[config.mk]
export PLATFORM = sky130hd
export DESIGN_NAME = sticky_status_bank
export DESIGN_NICKNAME = d
export VERILOG_FILES = /design/src/rtl/stsreg_pkg.sv /design/src/rtl/stsreg_rst_sync.sv /design/src/rtl/stsreg_cell.sv /design/src/rtl/stsreg_word.sv /design/src/rtl/stsreg_read_port.sv /design/src/rtl/sticky_status_bank.sv
export SDC_FILE = /design/constraint.sdc
export NUM_CORES = 1
export LEC_CHECK = 0
export CAP_MARGIN = 15
export CORE_ASPECT_RATIO = 0.6
export CORE_UTILIZATION = 35
export DETAILED_ROUTE_END_ITERATION = 6
export PLACE_DENSITY = 0.62
export SLEW_MARGIN = 20
export SYNTH_ARGS = -nofsm -noshare
export SYNTH_HDL_FRONTEND = slang
export SYNTH_SLANG_ARGS = --single-unit
[constraint.sdc]
create_clock -name clk -period 2.3 [get_ports clk]
set_input_delay 0.23 -clock clk [delete_from_list [all_inputs] [get_ports clk]]
set_output_delay 0.23 -clock clk [all_outputs]
set_load 0.02 [all_outputs]
[src/rtl/stsreg_pkg.sv]
package stsreg_pkg;

  // Capture polarity of one status bit.
  typedef enum logic {
    POL_LH = 1'b0,  // rests at 0, event shows as 1
    POL_LL = 1'b1   // rests at 1, event shows as 0
  } pol_e;

  function automatic pol_e pol_of(input logic mask_bit);
    return mask_bit ? POL_LL : POL_LH;
  endfunction

endpackage

[src/rtl/stsreg_rst_sync.sv]
module stsreg_rst_sync (
  input  logic clk,
  input  logic rst_n,
  output logic rst_n_sync
);

  logic [1:0] sync_q;

  always_ff @(posedge clk or negedge rst_n) begin
    if (!rst_n) begin
      sync_q <= 2'b00;
    end else begin
      sync_q <= {sync_q[0], 1'b1};
    end
  end

  assign rst_n_sync = sync_q[1];

endmodule

[src/rtl/stsreg_cell.sv]
module stsreg_cell
  import stsreg_pkg::*;
#(
  parameter pol_e POL = POL_LH
) (
  input  logic clk,
  input  logic rst_n,
  input  logic cond_i,
  input  logic clr_i,
  output logic bit_o
);

  // err_q is 1 once an event is captured, whatever the polarity.
  logic err_q;
  logic err_d;
  logic err_en;

  always_comb begin
    err_en = cond_i | clr_i;
    // A present condition wins over the clear.
    err_d  = cond_i | (err_q & ~clr_i);
  end

  always_ff @(posedge clk or negedge rst_n) begin
    if (!rst_n) begin
      err_q <= 1'b0;
    end else if (err_en) begin
      err_q <= err_d;
    end
  end

  generate
    if (POL == POL_LL) begin : g_ll
      assign bit_o = ~err_q;
    end else begin : g_lh
      assign bit_o = err_q;
    end
  endgenerate

  // a present condition is captured at the next edge.
  p_capture_r2: assert property (@(posedge clk) disable iff (!rst_n)
    cond_i |=> (bit_o == (POL == POL_LH)));

  // a captured bit is kept until a clear arrives.
  p_sticky_r10: assert property (@(posedge clk) disable iff (!rst_n)
    ((bit_o == (POL == POL_LH)) && !clr_i) |=> (bit_o == (POL == POL_LH)));

  // a clear without a condition returns the bit to rest.
  p_clear_r4: assert property (@(posedge clk) disable iff (!rst_n)
    (clr_i && !cond_i) |=> (bit_o == (POL == POL_LL)));

endmodule

[src/rtl/stsreg_word.sv]
module stsreg_word
  import stsreg_pkg::*;
#(
  parameter int          WORD_W  = 16,
  parameter logic [WORD_W-1:0] WORD_LL = '0
) (
  input  logic              clk,
  input  logic              rst_n,
  input  logic [WORD_W-1:0] cond_i,
  input  logic              clr_i,
  output logic [WORD_W-1:0] word_o
);

  generate
    for (genvar b = 0; b < WORD_W; b++) begin : g_bit
      localparam pol_e BIT_POL = pol_of(WORD_LL[b]);
      stsreg_cell #(.POL(BIT_POL)) u_cell (
        .clk   (clk),
        .rst_n (rst_n),
        .cond_i(cond_i[b]),
        .clr_i (clr_i),
        .bit_o (word_o[b])
      );
    end
  endgenerate

endmodule

[src/rtl/stsreg_read_port.sv]
module stsreg_read_port #(
  parameter int NUM_REGS = 4,
  parameter int WORD_W   = 16,
  parameter int ADDR_W   = 3
) (
  input  logic                       clk,
  input  logic                       rst_n,
  input  logic                       rd_en_i,
  input  logic [ADDR_W-1:0]          rd_addr_i,
  input  logic [NUM_REGS*WORD_W-1:0] words_i,
  output logic [NUM_REGS-1:0]        clr_o,
  output logic [WORD_W-1:0]          rd_data_o
);

  localparam logic [ADDR_W:0] LIMIT = (ADDR_W+1)'(NUM_REGS);

  logic              in_range;
  logic [WORD_W-1:0] sel_word;
  logic [WORD_W-1:0] rd_data_d;
  logic [WORD_W-1:0] rd_data_q;

  always_comb begin
    in_range = ({1'b0, rd_addr_i} < LIMIT);
    sel_word = '0;
    clr_o    = '0;
    for (int w = 0; w < NUM_REGS; w++) begin
      if (rd_addr_i == ADDR_W'(w)) begin
        sel_word = words_i[w*WORD_W +: WORD_W];
        clr_o[w] = rd_en_i;
      end
    end
    rd_data_d = in_range ? sel_word : '0;
  end

  always_ff @(posedge clk or negedge rst_n) begin
    if (!rst_n) begin
      rd_data_q <= '0;
    end else if (rd_en_i) begin
      rd_data_q <= rd_data_d;
    end
  end

  assign rd_data_o = rd_data_q;

  // at most one word is cleared per cycle.
  p_one_clear_r8: assert property (@(posedge clk) disable iff (!rst_n)
    $onehot0(clr_o));

  // an out-of-range read returns zero and clears nothing.
  p_oob_zero_r7: assert property (@(posedge clk) disable iff (!rst_n)
    (rd_en_i && !in_range) |=> (rd_data_o == '0));

  p_oob_noclr_r7: assert property (@(posedge clk) disable iff (!rst_n)
    (!in_range) |-> (clr_o == '0));

  // data holds between reads.
  p_hold_r9: assert property (@(posedge clk) disable iff (!rst_n)
    !rd_en_i |=> $stable(rd_data_o));

endmodule

[src/rtl/sticky_status_bank.sv]
module sticky_status_bank #(
  parameter int NUM_REGS = 4,
  parameter int WORD_W   = 16,
  parameter int ADDR_W   = 3,
  parameter logic [NUM_REGS*WORD_W-1:0] LL_MASK = 64'hA5A5_FFFF_0000_00FF
) (
  input  logic                       clk,
  input  logic                       rst_n,
  input  logic [NUM_REGS*WORD_W-1:0] cond_i,
  input  logic                       rd_en_i,
  input  logic [ADDR_W-1:0]          rd_addr_i,
  output logic [WORD_W-1:0]          rd_data_o
);

  localparam int TOTAL_BITS = NUM_REGS * WORD_W;

  logic                  rst_n_sync;
  logic [TOTAL_BITS-1:0] words;
  logic [NUM_REGS-1:0]   clr;

  stsreg_rst_sync u_rst (
    .clk       (clk),
    .rst_n     (rst_n),
    .rst_n_sync(rst_n_sync)
  );

  generate
    for (genvar w = 0; w < NUM_REGS; w++) begin : g_word
      stsreg_word #(
        .WORD_W (WORD_W),
        .WORD_LL(LL_MASK[w*WORD_W +: WORD_W])
      ) u_word (
        .clk   (clk),
        .rst_n (rst_n_sync),
        .cond_i(cond_i[w*WORD_W +: WORD_W]),
        .clr_i (clr[w]),
        .word_o(words[w*WORD_W +: WORD_W])
      );
    end
  endgenerate

  stsreg_read_port #(
    .NUM_REGS(NUM_REGS),
    .WORD_W  (WORD_W),
    .ADDR_W  (ADDR_W)
  ) u_rd (
    .clk      (clk),
    .rst_n    (rst_n_sync),
    .rd_en_i  (rd_en_i),
    .rd_addr_i(rd_addr_i),
    .words_i  (words),
    .clr_o    (clr),
    .rd_data_o(rd_data_o)
  );

  // the bank sits at its rest pattern while reset is held.
  p_rest_r1: assert property (@(posedge clk)
    !rst_n_sync |-> (words == LL_MASK));

endmodule

# After elaboration in Yosys (flattened, before gate mapping)
# Index checks and enable logic that the tools add are counted.
dict set report op_classes {
  n_lt_le_gt_ge 1
  eq_ne 3
  mux 9
  n_bitwise 228
  reduce_logical 1
}
# operator n
set op_table {}
lappend op_table {{1-bit bitwise OR} 128}
lappend op_table {{16-bit two-way mux} 5}
lappend op_table {{1-bit bitwise AND} 64}
lappend op_table {{1-bit inverter} 36}
lappend op_table {{3-bit by 2-bit equality test with 1-bit output, second input constant} 2}
lappend op_table {{1-bit two-way mux} 4}
lappend op_table {{3-bit by 1-bit equality test with 1-bit output, second input constant} 1}
lappend op_table {{3-bit zero test} 1}
lappend op_table {{3-bit less-than comparator, second input constant} 1}
dict set report word_totals {
  reg_bits 82
  inputBits 70
  word_cells 308
}

# Logic depth before layout (Yosys ltp)
dict set report depth {
  ltp_word 6
  depth_mapped 6
  ltp_nobuf 3
}

# By module
# Synthesis repeated with hierarchy kept, for this count alone.
dict set report hier_totals {
  cells_unflattened 291
  hier_area_um2 3606.0
}
# mod instances cells_each area_per_inst_um2 seq_area_each_um2
set modules_own_cells {}
lappend modules_own_cells {{stsreg_cell (g_word[0].u_word.g_bit[0].u_cell ...)} 32 3 40.0 25.0}
lappend modules_own_cells {{stsreg_cell (g_word[0].u_word.g_bit[10].u_cell ...)} 32 3 36.3 25.0}
lappend modules_own_cells {stsreg_read_port 1 96 1109.8 400.4}
lappend modules_own_cells {stsreg_rst_sync 1 3 53.8 50.0}

# Worst setup path after synthesis
# Ideal clock, no wire load.
dict set report synth_path {
  path_kind {input-to-reg}
  startpoint {input rd_en_i}
  endpoint {register g_word[2].u_word.g_bit[10].u_cell.err_q}
  setup_time_ps 118
  arrival_time_ps 1356
  slack_ps 826
  cell_stages 6
  cell_sequence {buf_4 > nand2b_1 > or3b_2 > clkbuf_1 > buf_2 > a21o_1}
}
dict set report synth_between {
  elab_chain_cells 4
  elab_cells_between_ends 5
  classes_between {1 x mux; 4 x bitwise}
}
# item line_no
set synth_rtl {}
lappend synth_rtl {{start: declaration} sticky_status_bank.sv:10} ;# input logic rd_en_i,
lappend synth_rtl {{1-bit two-way mux (*)} stsreg_read_port.sv:27} ;# if (rd_addr_i == ADDR_W'(w)) begin
lappend synth_rtl {{1-bit inverter} stsreg_cell.sv:21} ;# err_d = cond_i | (err_q & ~clr_i);
lappend synth_rtl {{1-bit bitwise AND} stsreg_cell.sv:21}
lappend synth_rtl {{1-bit bitwise OR} stsreg_cell.sv:21}
lappend synth_rtl {{end signal: assignment} stsreg_cell.sv:28} ;# err_q <= err_d;
lappend synth_rtl {{end: declaration} stsreg_cell.sv:14} ;# logic err_q;
# Mark *: on every way between the ends. The rest lies on a longest branch, timed or not.
# A chain may end at the register's enable or synchronous reset.

# Final worst setup path
dict set report layout_path {
  startpoint {input rd_en_i}
  endpoint {register g_word[0].u_word.g_bit[10].u_cell.err_q}
}
dict set report layout_between {
  elab_chain_cells 4
  elab_cells_between_ends 5
  classes_between {1 x mux; 4 x bitwise}
}
# item line_no
set layout_rtl {}
lappend layout_rtl {{1-bit two-way mux (*)} stsreg_read_port.sv:27}
lappend layout_rtl {{1-bit inverter} stsreg_cell.sv:21}
lappend layout_rtl {{1-bit bitwise AND} stsreg_cell.sv:21}
lappend layout_rtl {{1-bit bitwise OR} stsreg_cell.sv:21}
lappend layout_rtl {{end signal: assignment} stsreg_cell.sv:28}
lappend layout_rtl {{end: declaration} stsreg_cell.sv:14}
# Marks and branches as above.

==> metrics <==
met1 usage 0.281; max_cap viols 0; DR vias/cell 5.08; CP required 2.52 ns; post-synthesis cell area 3230 µm²; CP Data Arrival Time ~2.0 ns; Die Footprint between 9000 and 10,000 µm²; # DRC 0; Inst Count DP 439; Setup Skew 0.00494 ns; All-Layer GR Usage 0.188; DR WL/cell between 15 and 20 µm; root buffer cell clkbuf_16; clk buf depth 2; RSZ-0062 raised after global routing false; area leader, netlist dfrtp_1; Static Leak 1.75 nW; Sink Count 82; status finished, final reports clean; type of origin of the critical path input port; number of I/O pins 86; Slew headroom 0.570; met2 GRT Util 0.249; total core area approximately 8700 µm²; largest net degree at the start of global routing 42; Critical-path top delay cell clkdlybuf4s50_1; post_cts resized 0; Max H-tree Level 3; Antenna Violating Nets Remaining 0; DRT Pass-1 Iters 4; Place WS 0.220 ns; vias in the first global route 2,423; top cell type's share of synthesized area 0.636; unique cell type count in the Yosys netlist 23; die span in x roughly 130 µm; final setup fails 0; FF-to-FF path depth 2; Seq cells post-synth 82; syn_nets 320; busiest grt layer met1; WL final between 8000 and 9000 µm; initial drt markers 106; I/O Buffers 85; gr ovfl total 0; GRT met3 Usage 0.0604; Fin Setup TNS 0 ns; Setup Fix Bufs, Post-CTS 0; CTS Hold Bufs 0; Avg Inst Size Synth ~13 µm²; vias 2,312; worst path cell trace clkdlybuf4s50_1 -> or3b_1 -> or2_1 -> a21o_1; Post-DP Area about 4200 µm²; Tightest Pin Transition about 0.64 ns; sequential cell area fraction in the yosys report 0.636; share of cells above drive strength 1 0.108; CP max stage delay 0.59 ns; Rows 26; top cells by area, synth dfrtp_1, a21o_1, o221ai_1; initial antenna violation count 0; Die Ht 76.4 µm; Syn. warnings 0; Final WS setup 0.561 ns; final core utilization 0.520; final-report max-slew violation count 0; Skew-Pair Late Insertion Delay 0.33 ns; highest clock rate 575 MHz; VDD IR max about 0.39 mV; Pwr Total 3.48 mW; hold slack approximately 0.058 ns; clock transition at the registers of the reported paths around 0.060 ns; worst hold path type input port to asynchronous set/reset pin; Post-Syn Instances 250; WS Path Type input port to flip-flop; CTS tree done; Crit Path Max Fanout 16; synthesis-to-finish area growth 40.3%; Crit. End Element flip-flop; Fin. Hold Viols 0; pwr dens 767 nW/µm²; Placer Congestion 0.735; Final #Nets a little over 400; post-DP HPWL 5650 µm; first-pass GRT wire length ~13,000 µm; Diodes inserted 0; final std cells w/o fill between 400 and 500; Final min period 1.74 ns; Tcrit/Tclk final 0.756; final instance area 4530 µm²; CTS buffer count 9; Initial Util 0.370
## cell usage after synthesis
cell type  number
dfrtp_1        82
a21o_1         64
nand2b_1       16
nand2_1        15
o21ai_0        15
o221ai_1       15
clkbuf_1        8
mux2i_1         8
mux2_2          7
buf_2           4
buf_1           2
buf_6           2
inv_1           2
buf_4           1
conb_1          1
mux4_2          1
nand3b_1        1
nand4b_1        1
o22ai_1         1
or2_1           1
or2_2           1
or3b_1          1
or3b_2          1
## placed cells by master, fill, tap and decap left out
master and count:
nand2_1 15, mux4_2 1, nand3b_1 1, bufinv_16 2, clkbuf_8 1, clkinv_2 4
mux2i_1 8, clkbuf_16 9, inv_1 2, buf_4 8, conb_1 1, clkdlybuf4s50_1 84
nand2b_1 16, dfrtp_4 1, nand4b_1 1, dfrtp_1 81, a21o_1 64, or3b_2 1
buf_2 1, mux2_2 7, o221ai_1 15, or2_1 1, or2_2 1, o22ai_1 1
or3b_1 1, buf_12 1, o21ai_0 15
## logic make-up (layout without fill, tap and decap cells)
group | count (synthesis) | after routing | synth area share
and+or+nand+nor | 37 | 37 | 0.0628
DFF | 82 | 82 | 0.636
buffers and inverters | 19 | 112 | 0.0295
muxes | 16 | 16 | 0.0562
other | 1 | 1 | 0.00116
AOI/OAI and AO/OA | 95 | 95 | 0.215
## power by group
part	internal (mW)	total (mW)	switching [mW]
sequential	1.51	1.56	0.0521
clock	0.972	1.52	0.550
combinational	0.225	0.390	0.165
total	2.71	3.48	0.767
## state kept, by name, indices dropped and copies added (netlist names)
register,count
u_rst.sync_q,2
g_word.u_word.g_bit.u_cell.err_q,32
g_word.u_word.g_bit.u_cell.bit_o,32
u_rd.rd_data_o,16
## path summary, 6_finish.rpt
| check | from | endpoint | slack, ns |
|---|---|---|---|
| hold / removal | rst_n | u_rst.sync_q[1] | 0.06 |
| max in group asynchronous | u_rst.sync_q[1] | g_word[0].u_word.g_bit[6].u_cell.err_q | 1.38 |
| setup / recovery | rd_en_i | g_word[0].u_word.g_bit[10].u_cell.bit_o | 0.56 |
| setup reg to reg | g_word[0].u_word.g_bit[12].u_cell.bit_o | u_rd.rd_data_o[12] | 1.20 |
| min in group clk | u_rst.sync_q[0] | u_rst.sync_q[1] | 0.35 |
| hold reg to reg | u_rst.sync_q[1] | g_word[1].u_word.g_bit[0].u_cell.bit_o | 0.31 |
## cell type report
class / count / area, µm²
well taps: 112 / 140
flip-flops and latches: 82 / 2060
repair buffers: 94 / 926
multi-input cells: 149 / 1080
clock inverters: 6 / 80.1
inverters: 2 / 7.51
clock buffers: 10 / 239
fillers: 754 / 4190
## routing by layer
| metal | vias up | share of wire | routed length, µm |
|---|---|---|---|
| met1 | 1155 | 0.54 | 4440 |
| met2 | 75 | 0.39 | 3210 |
| li1 | 1072 | - | - |
| met5 | - | 0 | 0 |
| met3 | 10 | 0.052 | 425 |
| met4 | 0 | 0.012 | 102 |
## worst max-delay path: cells and delay by family
| family | cells | cell delay [ns] |
|---|---|---|
| AOI/OAI and AO/OA | 1 | 0.28 |
| buffers and inverters | 1 | 0.59 |
| and+or+nand+nor | 2 | 0.85 |
(Power assumes the default switching activity.)
